--- src/rtl/setclr_gpio_pkg.sv ---
package setclr_gpio_pkg;
  localparam int OFS_DIN      = 0;
  localparam int OFS_DOUT     = 1;
  localparam int OFS_OE_SET   = 2;
  localparam int OFS_OE_CLR   = 3;
  localparam int OFS_IE_SET   = 4;
  localparam int OFS_IE_CLR   = 5;
  localparam int OFS_KIND_SET = 6;
  localparam int OFS_KIND_CLR = 7;
  localparam int OFS_SNS_SET  = 8;
  localparam int OFS_SNS_CLR  = 9;
  localparam int OFS_STAT     = 10;

  localparam logic [1:0] PG_REG = 2'b00;
  localparam logic [1:0] PG_LO  = 2'b01;
  localparam logic [1:0] PG_HI  = 2'b10;

  // {sense, kind}
  typedef enum logic [1:0] {
    TRIG_LOW  = 2'b00,
    TRIG_FALL = 2'b01,
    TRIG_HIGH = 2'b10,
    TRIG_RISE = 2'b11
  } trig_e;
endpackage

--- src/rtl/gpio_in_sync.sv ---
module gpio_in_sync #(
  parameter int WIDTH = 16
) (
  input  logic             clk,
  input  logic             rst_n,
  input  logic [WIDTH-1:0] pins,
  output logic [WIDTH-1:0] lvl_q,
  output logic [WIDTH-1:0] lvl_prev_q
);
  logic [WIDTH-1:0] meta_q;

  always_ff @(posedge clk or negedge rst_n) begin
    if (!rst_n) begin
      meta_q     <= '0;
      lvl_q      <= '0;
      lvl_prev_q <= '0;
    end else begin
      meta_q     <= pins;
      lvl_q      <= meta_q;
      lvl_prev_q <= lvl_q;
    end
  end
endmodule

--- src/rtl/gpio_evt_bit.sv ---
module gpio_evt_bit
  import setclr_gpio_pkg::*;
(
  input  logic clk,
  input  logic rst_n,
  input  logic lvl,
  input  logic lvl_prev,
  input  logic kind,
  input  logic sense,
  input  logic enable,
  input  logic clear,
  output logic pend_q
);
  trig_e mode;
  logic  hit;

  assign mode = trig_e'({sense, kind});

  always_comb begin
    case (mode)
      TRIG_LOW:  hit = ~lvl;
      TRIG_FALL: hit = ~lvl & lvl_prev;
      TRIG_HIGH: hit = lvl;
      TRIG_RISE: hit = lvl & ~lvl_prev;
      default:   hit = 1'b0;
    endcase
  end

  // a fresh trigger outranks a same-cycle clear
  always_ff @(posedge clk or negedge rst_n) begin
    if (!rst_n)              pend_q <= 1'b0;
    else if (enable && hit)  pend_q <= 1'b1;
    else if (clear)          pend_q <= 1'b0;
  end
endmodule

--- src/rtl/gpio_port_regs.sv ---
module gpio_port_regs
  import setclr_gpio_pkg::*;
#(
  parameter int WIDTH = 16
) (
  input  logic                clk,
  input  logic                rst_n,
  input  logic                req_valid,
  input  logic                req_write,
  input  logic [WIDTH/2+1:0]  req_addr,
  input  logic [WIDTH-1:0]    req_wdata,
  input  logic [WIDTH-1:0]    din,
  input  logic [WIDTH-1:0]    pend,
  output logic [WIDTH-1:0]    dout_q,
  output logic [WIDTH-1:0]    oe_q,
  output logic [WIDTH-1:0]    ie_q,
  output logic [WIDTH-1:0]    kind_q,
  output logic [WIDTH-1:0]    sense_q,
  output logic [WIDTH-1:0]    stat_clr,
  output logic                rsp_valid,
  output logic [WIDTH-1:0]    rsp_rdata
);
  localparam int HALF   = WIDTH / 2;
  localparam int ADDR_W = HALF + 2;

  logic [1:0]      page;
  logic [HALF-1:0] ofs;
  logic            wr, rd;
  logic [WIDTH-1:0] rd_mux;

  assign page = req_addr[ADDR_W-1 -: 2];
  assign ofs  = req_addr[HALF-1:0];
  assign wr   = req_valid & req_write;
  assign rd   = req_valid & ~req_write;

  assign stat_clr = (wr && page == PG_REG && ofs == HALF'(OFS_STAT)) ? req_wdata : '0;

  always_ff @(posedge clk or negedge rst_n) begin
    if (!rst_n) begin
      dout_q  <= '0;
      oe_q    <= '0;
      ie_q    <= '0;
      kind_q  <= '0;
      sense_q <= '0;
    end else if (wr) begin
      case (page)
        PG_REG: begin
          if (ofs == HALF'(OFS_OE_SET))   oe_q    <= oe_q | req_wdata;
          if (ofs == HALF'(OFS_OE_CLR))   oe_q    <= oe_q & ~req_wdata;
          if (ofs == HALF'(OFS_IE_SET))   ie_q    <= ie_q | req_wdata;
          if (ofs == HALF'(OFS_IE_CLR))   ie_q    <= ie_q & ~req_wdata;
          if (ofs == HALF'(OFS_KIND_SET)) kind_q  <= kind_q | req_wdata;
          if (ofs == HALF'(OFS_KIND_CLR)) kind_q  <= kind_q & ~req_wdata;
          if (ofs == HALF'(OFS_SNS_SET))  sense_q <= sense_q | req_wdata;
          if (ofs == HALF'(OFS_SNS_CLR))  sense_q <= sense_q & ~req_wdata;
        end
        PG_LO: dout_q[HALF-1:0] <= (dout_q[HALF-1:0] & ~ofs) | (req_wdata[HALF-1:0] & ofs);
        PG_HI: dout_q[WIDTH-1:HALF] <= (dout_q[WIDTH-1:HALF] & ~ofs) |
                                       (req_wdata[WIDTH-1:HALF] & ofs);
        default: ;
      endcase
    end
  end

  always_comb begin
    rd_mux = '0;
    if (page == PG_REG) begin
      case (int'(ofs))
        OFS_DIN:                    rd_mux = din;
        OFS_DOUT:                   rd_mux = dout_q;
        OFS_OE_SET, OFS_OE_CLR:     rd_mux = oe_q;
        OFS_IE_SET, OFS_IE_CLR:     rd_mux = ie_q;
        OFS_KIND_SET, OFS_KIND_CLR: rd_mux = kind_q;
        OFS_SNS_SET, OFS_SNS_CLR:   rd_mux = sense_q;
        OFS_STAT:                   rd_mux = pend;
        default:                    rd_mux = '0;
      endcase
    end
  end

  always_ff @(posedge clk or negedge rst_n) begin
    if (!rst_n) begin
      rsp_valid <= 1'b0;
      rsp_rdata <= '0;
    end else begin
      rsp_valid <= rd;
      if (rd) rsp_rdata <= rd_mux;
    end
  end
endmodule

--- src/rtl/setclr_gpio_port.sv ---
module setclr_gpio_port #(
  parameter int WIDTH = 16
) (
  input  logic               clk,
  input  logic               rst_n,
  input  logic               req_valid,
  output logic               req_ready,
  input  logic               req_write,
  input  logic [WIDTH/2+1:0] req_addr,
  input  logic [WIDTH-1:0]   req_wdata,
  output logic               rsp_valid,
  output logic [WIDTH-1:0]   rsp_rdata,
  input  logic [WIDTH-1:0]   gpio_in,
  output logic [WIDTH-1:0]   gpio_out,
  output logic [WIDTH-1:0]   gpio_oe,
  output logic               irq
);
  logic [WIDTH-1:0] lvl, lvl_prev;
  logic [WIDTH-1:0] ie_vec, kind_vec, sense_vec, pend_vec, clr_vec;

  assign req_ready = 1'b1;

  gpio_in_sync #(.WIDTH(WIDTH)) i_sync (
    .clk(clk), .rst_n(rst_n), .pins(gpio_in),
    .lvl_q(lvl), .lvl_prev_q(lvl_prev)
  );

  gpio_port_regs #(.WIDTH(WIDTH)) i_regs (
    .clk(clk), .rst_n(rst_n),
    .req_valid(req_valid), .req_write(req_write),
    .req_addr(req_addr), .req_wdata(req_wdata),
    .din(lvl), .pend(pend_vec),
    .dout_q(gpio_out), .oe_q(gpio_oe), .ie_q(ie_vec),
    .kind_q(kind_vec), .sense_q(sense_vec), .stat_clr(clr_vec),
    .rsp_valid(rsp_valid), .rsp_rdata(rsp_rdata)
  );

  for (genvar b = 0; b < WIDTH; b++) begin : g_evt
    gpio_evt_bit i_evt (
      .clk(clk), .rst_n(rst_n),
      .lvl(lvl[b]), .lvl_prev(lvl_prev[b]),
      .kind(kind_vec[b]), .sense(sense_vec[b]),
      .enable(ie_vec[b]), .clear(clr_vec[b]),
      .pend_q(pend_vec[b])
    );
  end

  assign irq = |(pend_vec & ie_vec);
endmodule

--- config.mk ---
export PLATFORM = sky130hd
export DESIGN_NAME = setclr_gpio_port
export DESIGN_NICKNAME = d
export VERILOG_FILES = /design/src/rtl/setclr_gpio_pkg.sv /design/src/rtl/gpio_in_sync.sv /design/src/rtl/gpio_evt_bit.sv /design/src/rtl/gpio_port_regs.sv /design/src/rtl/setclr_gpio_port.sv
export SDC_FILE = /design/constraint.sdc
export NUM_CORES = 1
export LEC_CHECK = 0
export BUFFER_PORTS_ARGS = -buffer_cell sky130_fd_sc_hd__buf_2
export CAP_MARGIN = 20
export CELL_PAD_IN_SITES_DETAIL_PLACEMENT = 1
export CELL_PAD_IN_SITES_GLOBAL_PLACEMENT = 1
export CORE_AREA = 4 4 135 124
export DETAILED_ROUTE_END_ITERATION = 8
export DIE_AREA = 0 0 139 128
export GPL_ROUTABILITY_DRIVEN = 0
export PLACE_DENSITY = 0.95
export SLEW_MARGIN = 30
export SYNTH_ARGS = -nofsm -noshare
export SYNTH_HDL_FRONTEND = slang
export SYNTH_SLANG_ARGS = --single-unit
--- constraint.sdc ---
create_clock -name clk -period 3.6 [get_ports clk]
set_input_delay 0.18 -clock clk [delete_from_list [all_inputs] [get_ports clk]]
set_output_delay 0.18 -clock clk [all_outputs]
set_load 0.01 [all_outputs]
; ---- After elaboration in Yosys (flattened, before gate mapping)
; Cells that the tools add are included.
[totals]
register_bits = 161
latch_bits = 0
mem_bits_rw = 0
rom_bits = 0
in_bits = 46
output_inout_bits = 51
word_cells = 297
memories = 0
[op_classes]
addsub = 0
mul = 0
div = 0
n_lt_le_gt_ge = 0
n_eq_ne = 60
shifts = 0
n_mux = 59
bitwise = 84
n_reduce_logical = 67
[ops]
columns = operator, count
row1 = two-way mux 16 bit, 10
row2 = case mux 16 bit (7 select lines), 1
row3 = AND 16 bit, 5
row4 = equality test 2 bit (second input constant), 33
row5 = OR 16 bit, 4
row6 = case mux 1 bit (4 select lines), 16
row7 = nonzero test 2 bit, 20
row8 = AND 1 bit, 34
row9 = equality test 2 x 1 -> 1 bit (second input constant), 17
row10 = logical NOT 2 bit, 17
row11 = NOT 1 bit, 33
row12 = AND 8 bit, 4
row13 = equality test 8 x 3 -> 1 bit (second input constant), 4
row14 = two-way mux 1 bit, 32
row15 = equality test 8 x 4 -> 1 bit (second input constant), 3
row16 = logical AND 1 bit, 18
row17 = equality test 8 x 2 -> 1 bit (second input constant), 2
row18 = NOT 16 bit, 1
row19 = OR 8 bit, 2
row20 = OR reduction 16 bit, 1
row21 = AND reduction 3 bit, 4
row22 = equality test 8 x 1 -> 1 bit (second input constant), 1
row23 = logical NOT 8 bit, 1
row24 = NOT 8 bit, 1
row25 = 2 further kinds, 6

; ---- Depth between registers and ports, before layout
; Gate-level depths: netlist of the first run.
[logic_depth]
depth_word = 6
depth_mapped = 7
ltp_nobuf = 4

; ---- Cells and area by module
; Synthesis of the first run repeated with hierarchy kept, for this count alone.
[hier_totals]
hier_cells = 673
area_unflattened_um2 = 7533.5
[modules_own_cells]
columns = mod, n_inst, cells_each, area_per_inst_um2, seq_area_each_um2
row1 = gpio_port_regs, 1, 518, 5258.8, 2427.3
row2 = gpio_in_sync, 1, 48, 1201.2, 1201.2
row3 = gpio_evt_bit, 16, 6, 60.1, 25.0
row4 = setclr_gpio_port, 1, 11, 112.6, 0.0

; ---- Worst setup path after synthesis of the first run
; No wires, ideal clock.
[synth_path]
kind = input port to flip-flop
startpoint = input port req_addr[0]
endpoint = register i_regs.rsp_rdata[10]
setup_time_ns = 0.133
t_arrival_ns = 1.640
t_required_ns = 3.467
path_slack_ns = 1.827
cell_stages = 6
n_path_buf = 2
cell_sequence = buf_1 -> buf_2 -> mux2_2 -> a221o_1 -> a22oi_1 -> o21ai_0
[synth_between]
elab_chain_cells = 4
word_cells_on_any_way = 17
classes_between = eq/ne: 10 / mux: 2 / reduce/logical: 5
[synth_rtl]
columns = item, line_no
row1 = from (decl), setclr_gpio_port.sv:9  ; input logic [WIDTH/2+1:0] req_addr,
row2 = equality test 8 x 4 -> 1 bit (tied with other cells), gpio_port_regs.sv:68  ; case (int'(ofs))
row3 = OR reduction 2 bit, gpio_port_regs.sv:68
row4 = case mux 16 bit (7 select lines) (*), gpio_port_regs.sv:68
row5 = two-way mux 16 bit (*), gpio_port_regs.sv:67  ; if (page == PG_REG) begin
row6 = to (signal assigned), gpio_port_regs.sv:87  ; if (rd) rsp_rdata <= rd_mux;
row7 = to (decl), gpio_port_regs.sv:21  ; output logic [WIDTH-1:0] rsp_rdata
; Every way passes the cells marked *; elsewhere a longest branch is shown, timed or not.
; A chain may end at the register's enable or synchronous reset.

; ---- Worst setup path in the final report of the first run
[layout_path]
startpoint = input port req_write
endpoint = register i_regs.rsp_rdata[2]
[layout_between]
elab_chain_cells = 2
[layout_rtl]
columns = item, line_no
row1 = from (decl), setclr_gpio_port.sv:8  ; input logic req_write,
row2 = NOT 1 bit, gpio_port_regs.sv:34  ; assign rd = req_valid & ~req_write;
row3 = AND 1 bit, gpio_port_regs.sv:34
; Every way passes these cells.

==> impl_metrics.py, run 1 <==
metrics = {
    "global_routing": {
        "grt_overflow": 0,
        "antenna_found_initial": 1,
        "grt_max_degree": 115,
        "gr-usage-all-layers": 0.287,
        "grt_pass1_vias": 6903,
        "grt_pass1_wl_um": 39500,
    },
    "drt": {
        "wl_per_cell_um": 25.1,
        "vias": 6470,
        "ant_nets": 0,
        "wl_um": 25000,
        "wl_met2_um": 11700,
        "dr.pass1.iters": 5,
        "viasPerCell": 6.50,
        "drt_iter0_drc": 675,
        "wl_met3_um": 2240,
        "drc": 0,
        "drt-met1-wl_um": 10100,
        "top_layer_used": "met5",
    },
    "worst_setup_path": {
        "slowest_stage": "nand3_1",
        "worstReg2RegEnd": "i_regs.rsp_rdata[2]",
        "timing.rr.start": "i_sync.lvl_q[2]",
        "reg2reg_depth": 4,
        "path_cells": "buf_2 -> nand2b_1 -> nor4_1 -> nand3_1 -> o21ai_0",
        "critPathRequiredTime_ns": 3.90,
        "cp_slowest_stage_delay_ns": 0.65,
        "reg2reg_slack_ns": 1.85,
        "crit_type": "in2reg",
        "crit_path_start_kind": "primary input",
        "crit_arrival_ns": 2.49,
        "endpoint_kind": "flop",
        "path_max_fanout": 18,
    },
    "finish": {
        "drive_above_1_share": 0.252,
        "final_nets": 826,
        "area_growth_pct": 18.2,
        "final_util": 0.571,
        "final_common_cell": "dfrtp_1",
        "final_cell_mix": "dfrtp_1, buf_2, nand2_1",
        "antenna-diode-count": 0,
    },
    "cts": {
        "clock_sinks": 161,
        "clockBufferDepth": 2,
        "cts_setup_buffers": 0,
        "cts_tree": "yes",
        "cts_inserted_buffers": 17,
        "htreeDepth": 4,
        "insertion_delay_ns": 0.44,
        "clkSlewWorstSetupHoldPaths_ns": 0.07,
        "cts_root_buf": "clkbuf_16",
    },
    "job": {
        "max_cap_viol_count": 0,
    },
    "timing": {
        "worst_pin_slew_ns": 0.939,
        "rsz0062_at_grt": "no",
        "fin_tns_setup_ns": 0,
        "post-route-min-period_ns": 2.19,
        "post-route-period-util": 0.608,
        "report.final.slew_viol_count": 0,
        "hold_viol_final": 0,
        "maxSlewHeadroom": 0.371,
        "setup_viol": 0,
        "fin_skew_ns": 0.00769,
        "max_freq_mhz": 457,
    },
    "yosys": {
        "synth_warnings": 0,
        "avgSynthCellArea_um2": 10.7,
        "syn-num-nets": 738,
        "synthArstFlopShare": 1.00,
        "synth.distinct_cells": 44,
        "yosys.area.top_type_share": 0.546,
        "synthTopCellsByArea": "dfrtp_1, a31oi_1, mux2_2",
        "ys_seq_elements": 161,
        "syn_area_mm2": 0.00738,
        "synth-seq-area-share": 0.546,
        "syn_inst": 692,
        "synth_flop_cell": "dfrtp_1",
        "yosys.area.top_type": "dfrtp_1",
        "synth_edf_count": 0,
    },
    "floorplan": {
        "core_mm2": 0.0153,
        "rows": 43,
        "die_w_um": 139,
        "io_pins": 97,
        "start_util": 0.483,
        "dieArea_mm2": 0.0178,
        "chipHeight_um": 128,
    },
    "pwr": {
        "peakVddDrop_mv": 0.382,
        "p_per_area_mw_per_mm2": 472,
        "total_power_uw": 4120,
        "p_leak_uw": 0.00403,
    },
    "place": {
        "io_buffers": 95,
        "dp_hpwl_um": 16100,
    },
    "min_path": {
        "hold_depth": 2,
        "min_from": "req_wdata[3]",
        "holdCritPathClass": "in2reg",
    },
    "run_status": {
        "status": "finished, final reports clean",
    },
}
## through the flow
stage               worst slack [ns]  std cells  area, um2  hold WS [ns]
global route                    1.32        995       8720        0.0665
finish                          1.41        995       8720        0.0604
detailed placement             0.987        946       8000         0.290
global placement                1.10        946       7990         0.287
floorplan                       1.83        692       7380        -0.116
CTS                             1.41        995       8720        0.0447
## cell families after synthesis
family	synth area share
mux	0.0773
xor+xnor	0.00475
flops	0.546
other cells	0.000508
buf+inv	0.0404
simple gates	0.134
compound gates	0.197
## cell usage after synthesis (2+ instances only)
master / number
a21bo_2: 13
a21o_1: 3
a21oi_1: 45
a221o_1: 16
a221oi_1: 4
a22o_1: 4
a22oi_1: 16
a31oi_1: 73
and3_1: 15
and3b_1: 16
buf_1: 2
buf_2: 25
clkbuf_1: 32
dfrtp_1: 161
inv_1: 7
mux2_2: 32
mux2i_1: 21
nand2_1: 83
nand2b_1: 2
nand3_1: 4
nor2_1: 18
nor2b_1: 15
nor3_1: 16
nor3b_1: 2
nor4_4: 3
o21ai_0: 28
o21ai_1: 2
o22ai_1: 16
xnor2_1: 3
## how the worst max path moves through the flow
| stage | cells past startpoint | to | start |
|---|---|---|---|
| after global placement | 6 | i_regs.rsp_rdata[6] | req_addr[0] |
| after detailed placement | 6 | g_evt[12].i_evt.pend_q | req_addr[3] |
| after global routing | 5 | i_regs.rsp_rdata[2] | req_write |
| final | 5 | i_regs.rsp_rdata[2] | req_write |
| after floorplan | 6 | i_regs.rsp_rdata[10] | req_addr[0] |
| after CTS | 6 | g_evt[12].i_evt.pend_q | req_addr[3] |
## layout make-up
cell class / count / area [um2]
fill: 1648 / 6560
sequential: 161 / 4030
multi-input combinational: 463 / 3060
timing repair buffer: 130 / 796
clock buffer: 20 / 447
tap: 202 / 253
clock inverter: 12 / 110
inverter: 7 / 26.3
## metal layers
metal / vias up / global-route usage
met2: 372 / 0.454
met4: 2 / 0.136
met3: 76 / 0.0765
met5: - / 0
li1: 2715 / -
met1: 3305 / 0.371
## worst max-delay path: cells and delay by family
family                 cells  cell delay [ns]
AND/OR/NAND/NOR            3             1.59
AO/OA/AOI/OAI              1             0.59
buffers and inverters      1             0.12
## repair_timing
item / 4_1_cts / 5_1_grt
hold endpoints to repair: 127 / 0
gates resized for setup: 0 / 0
hold buffers: 17 / 0
## report_power, final
part	total, uW	switching (uW)	internal, uW
Clock	1730	764	970
Combinational	418	246	173
Sequential	1970	74.1	1890
(Power assumes the default switching activity.)
==> run 2, diff against run 1 <==
CORE_AREA = 4 4 140 129   (was 4 4 135 124)
DIE_AREA = 0 0 144 133   (was 0 0 139 128)
PLACE_DENSITY = 0.89   (was 0.95)
clock period = 2.1 ns   (was 3.6 ns; I/O delays follow)
==> impl_metrics.py, run 2 (synthesis gave the netlist of run 1 again) <==
metrics = {
    "place": {
        "post-place-cells": 967,
        "post-place-ws_ns": 0.226,
        "io_buffers": 95,
        "dp_hpwl_um": 15900,
    },
    "drt": {
        "drc": 0,
        "vias": 6402,
        "ant_nets": 0,
        "viasPerCell": 6.23,
        "drt_iter0_drc": 617,
        "dr.pass1.iters": 5,
        "wl_per_cell_um": 24.2,
        "wl_um": 24900,
    },
    "min_path": {
        "min_from": "req_wdata[6]",
        "hold_depth": 2,
        "holdCritPathClass": "in2reg",
    },
    "floorplan": {
        "io_pins": 97,
        "chipHeight_um": 133,
        "start_util": 0.444,
        "dieArea_mm2": 0.0192,
        "rows": 45,
        "die_w_um": 144,
        "core_mm2": 0.0166,
    },
    "timing": {
        "setup_viol": 0,
        "hold_viol_final": 0,
        "fin_tns_setup_ns": 0,
        "rsz0062_at_grt": "no",
        "report.final.slew_viol_count": 0,
        "hold-worst-slack_ns": 0.0255,
        "maxSlewHeadroom": 0.383,
        "fin_skew_ns": 0.00945,
        "post-route-min-period_ns": 2.04,
        "max_freq_mhz": 490,
        "finalWorstSetupSlack_ns": 0.0596,
        "post-route-period-util": 0.972,
        "worst_pin_slew_ns": 0.924,
    },
    "worst_setup_path": {
        "slowest_stage": "dfrtp_1",
        "crit_type": "reg2out",
        "endpoint_kind": "output pin",
        "reg2reg_depth": 4,
        "critPathRequiredTime_ns": 2.00,
        "path_cells": "a22o_1 -> a221oi_2 -> nand4_1 -> buf_2",
        "crit_arrival_ns": 1.94,
        "path_max_fanout": 4,
        "cp_slowest_stage_delay_ns": 0.44,
        "worstReg2RegEnd": "i_regs.rsp_rdata[7]",
        "reg2reg_slack_ns": 0.42,
        "crit_path_start_kind": "flop",
        "timing.rr.start": "i_sync.lvl_q[7]",
    },
    "finish": {
        "instances_no_fill": 1028,
        "antenna-diode-count": 0,
        "fill_cells": 1777,
        "final_cell_mix": "dfrtp_1, buf_2, nand2_1",
        "final_util": 0.542,
        "drive_above_1_share": 0.263,
        "final_common_cell": "dfrtp_1",
        "area_growth_pct": 22.1,
        "final_nets": 850,
    },
    "cts": {
        "clock_sinks": 161,
        "cts_root_buf": "clkbuf_16",
        "cts_inserted_buffers": 17,
        "insertion_delay_ns": 0.44,
        "clkSlewWorstSetupHoldPaths_ns": 0.07,
        "htreeDepth": 4,
        "clockBufferDepth": 2,
        "cts_tree": "yes",
    },
    "pwr": {
        "p_per_area_mw_per_mm2": 796,
        "p_leak_uw": 0.00418,
        "peakVddDrop_mv": 0.597,
    },
    "global_routing": {
        "grt_pass1_vias": 6883,
        "grt_pass1_wl_um": 39300,
        "grt_overflow": 0,
        "grt_max_degree": 54,
        "gr-usage-all-layers": 0.268,
        "antenna_found_initial": 0,
    },
    "run_status": {
        "status": "finished, final reports clean",
    },
    "job": {
        "max_cap_viol_count": 0,
    },
}
[run 2: cell types whose count changed in the layout (fill, tap and decap cells not counted), moves of 2 or more]
| cell | change |
|---|---|
| a221oi_1 | -2 |
| a221oi_2 | +2 |
| buf_12 | +4 |
| buf_2 | +2 |
| buf_4 | +6 |
| clkbuf_1 | -2 |
| clkinv_4 | +2 |
| clkinvlp_4 | -3 |
| dlygate4sd3_1 | +12 |
[run 2: worst max-delay path, delay by kind of cell (launching register included)]
kind / cells / cell delay (ns)
compound gates: 2 / 0.60
flops: 1 / 0.44
simple gates: 1 / 0.25
buf+inv: 1 / 0.21
[run 2: layout make-up]
| cell class | instances | area [um2] | share of cell area |
|---|---|---|---|
| sequential | 161 | 4030 | 0.447 |
| multi-input combinational | 463 | 3070 | 0.341 |
| timing repair buffer | 154 | 1050 | 0.116 |
| clock buffer | 18 | 439 | 0.0487 |
| tap | 211 | 264 | 0.0293 |
| clock inverter | 14 | 130 | 0.0144 |
| inverter | 7 | 26.3 | 0.00292 |
[run 2: how the worst max path moves through the flow]
| stage | end | slack [ns] | depth (start not counted) |
|---|---|---|---|
| floorplan | i_regs.rsp_rdata[8] | 0.40 | 6 |
| global placement | g_evt[13].i_evt.pend_q | 0.27 | 6 |
| detailed placement | g_evt[13].i_evt.pend_q | 0.23 | 6 |
| CTS | irq | 0.08 | 4 |
| global route | irq | 0.05 | 4 |
| finish | irq | 0.06 | 4 |
[run 2: metal layers]
metal	track usage	routed length, um
met1	0.348	10200
met2	0.420	11800
met3	0.0734	2090
met4	0.118	848
met5	0	0
[run 2: metrics by stage]
| step | instance area, um2 | power (uW) |
|---|---|---|
| 3_3_place_gp | 8140 | 4080 |
| 4_1_cts | 9010 | 7220 |
| 2_1_floorplan | 7380 | 3760 |
| 6_report | 9010 | 7170 |
| 5_1_grt | 9010 | 7420 |
| 3_5_place_dp | 8140 | 4130 |
[run 2: timing repair]
action / CTS / global route
resized for setup: 2 / 0
hold endpoints to repair: 132 / 0
setup buffers: 0 / 0
hold buffers: 29 / 0
setup endpoints to repair: 1 / 0
[run 2: where the power goes]
| group | switching, uW | internal (uW) |
|---|---|---|
| Sequential | 127 | 3240 |
| Clock | 1370 | 1680 |
| Combinational | 430 | 328 |
==> run 3, diff against run 2 <==
BUFFER_PORTS_ARGS = not set   (was -buffer_cell sky130_fd_sc_hd__buf_2)
CORE_AREA = 2 2 132 121   (was 4 4 140 129)
DIE_AREA = 0 0 134 123   (was 0 0 144 133)
DONT_BUFFER_PORTS = 1   (was not set)
clock period = 2.24 ns   (was 2.1 ns; I/O delays follow)
==> impl_metrics.py, run 3 (synthesis gave the netlist of run 1 again) <==
metrics = {
    "cts": {
        "insertion_delay_ns": 0.44,
        "cts_root_buf": "clkbuf_16",
        "cts_resized": 0,
        "clkSlewWorstSetupHoldPaths_ns": 0.06,
        "htreeDepth": 4,
        "clockBufferDepth": 2,
        "cts_inserted_buffers": 17,
        "cts_tree": "yes",
        "cts_setup_buffers": 0,
        "clock_sinks": 161,
        "ctsHoldBuffers": 42,
    },
    "global_routing": {
        "grt_max_degree": 162,
        "grt_overflow": 0,
        "gr-usage-all-layers": 0.325,
        "grt_pass1_vias": 6597,
        "antenna_found_initial": 1,
        "grt_pass1_wl_um": 39800,
    },
    "timing": {
        "rsz0062_at_grt": "no",
        "fin_tns_setup_ns": 0,
        "hold_viol_final": 161,
        "hold-worst-slack_ns": -0.626,
        "maxSlewHeadroom": 0.406,
        "max_freq_mhz": 514,
        "post-route-period-util": 0.868,
        "post-route-min-period_ns": 1.95,
        "worst_pin_slew_ns": 0.890,
        "fin_skew_ns": 0.00959,
        "setup_viol": 0,
        "finalWorstSetupSlack_ns": 0.295,
        "report.final.slew_viol_count": 0,
    },
    "drt": {
        "ant_nets": 0,
        "dr.pass1.iters": 7,
        "wl_per_cell_um": 27.6,
        "wl_um": 25600,
        "viasPerCell": 6.78,
        "drt_iter0_drc": 825,
        "vias": 6303,
        "drc": 0,
    },
    "place": {
        "post-place-ws_ns": 0.459,
        "io_buffers": 0,
        "post-place-cells": 855,
        "dp_hpwl_um": 14700,
    },
    "worst_setup_path": {
        "crit_type": "reg2out",
        "worstReg2RegEnd": "i_regs.rsp_rdata[5]",
        "reg2reg_slack_ns": 0.50,
        "critPathRequiredTime_ns": 2.13,
        "crit_path_start_kind": "flop",
        "timing.critical_path.buf_inv": 0,
        "reg2reg_depth": 4,
        "crit_cells": 3,
        "path_max_fanout": 4,
        "crit_arrival_ns": 1.83,
        "endpoint_kind": "output pin",
        "slowest_stage": "a221oi_1",
        "path_cells": "a22o_1 -> a221oi_1 -> nand4_1",
        "path_delay_family": "compound AO/OA/AOI/OAI gates",
        "cp_slowest_stage_delay_ns": 0.42,
    },
    "finish": {
        "final_common_cell": "dfrtp_1",
        "final_nets": 760,
        "seq_area_mm2": 0.00403,
        "final_cell_mix": "dfrtp_1, nand2_1, a31oi_1",
        "fill_cells": 1578,
        "drive_above_1_share": 0.152,
        "area_growth_pct": 16.9,
        "multi_input_area_mm2": 0.00306,
        "instances_no_fill": 929,
    },
    "job": {
        "max_cap_viol_count": 0,
    },
    "run_status": {
        "status": "finished, violations left",
        "failed_checks": "hold timing",
    },
    "floorplan": {
        "rows": 43,
        "io_pins": 97,
        "core_mm2": 0.0151,
        "dieArea_mm2": 0.0165,
        "chipHeight_um": 123,
        "start_util": 0.488,
        "die_w_um": 134,
    },
    "pwr": {
        "p_per_area_mw_per_mm2": 800,
        "p_leak_uw": 0.00378,
        "peakVddDrop_mv": 0.540,
    },
    "min_path": {
        "holdCritPathClass": "in2async",
    },
}
run 3: worst max path at each step:
stage / slack [ns] / from / endpoint
after CTS: 0.31 / flop / irq
after detailed placement: 0.46 / req_addr[8] / flop
after global placement: 0.60 / req_addr[7] / flop
final: 0.29 / flop / irq
after floorplan: 0.53 / req_addr[0] / i_regs.rsp_rdata[8]
after global routing: 0.25 / flop / irq
run 3: area by class of cell:
cell class | instances | area share
inverter | 7 | 0.00305
clock inverter | 13 | 0.0242
antenna | 1 | 0.000290
multi-input combinational | 463 | 0.355
tap | 202 | 0.0293
timing repair buffer | 64 | 0.0699
sequential | 161 | 0.467
clock buffer | 18 | 0.0509
run 3: per-layer routing:
metal / up-vias / global-route usage / wire [um]
li1: 2586 / - / -
met1: 3194 / 0.394 / 9530
met2: 413 / 0.520 / 11900
met3: 110 / 0.116 / 2960
met4: 0 / 0.158 / 1250
met5: - / 0 / 0
run 3: report_power, final:
part | switching, uW | leakage (uW) | internal, uW | total, uW
combinational | 225 | 0.00147 | 229 | 454
sequential | 167 | 0.00200 | 3040 | 3210
clock | 1230 | 0.000309 | 2000 | 3240
run 3: through the flow:
step	utilization	cell area, um2	total power, uW
global placement	0.498	7530	3540
finish	0.570	8620	6900
detailed placement	0.498	7530	3560
floorplan	-	7380	3520
global route	0.570	8620	7090
CTS	0.570	8620	6900
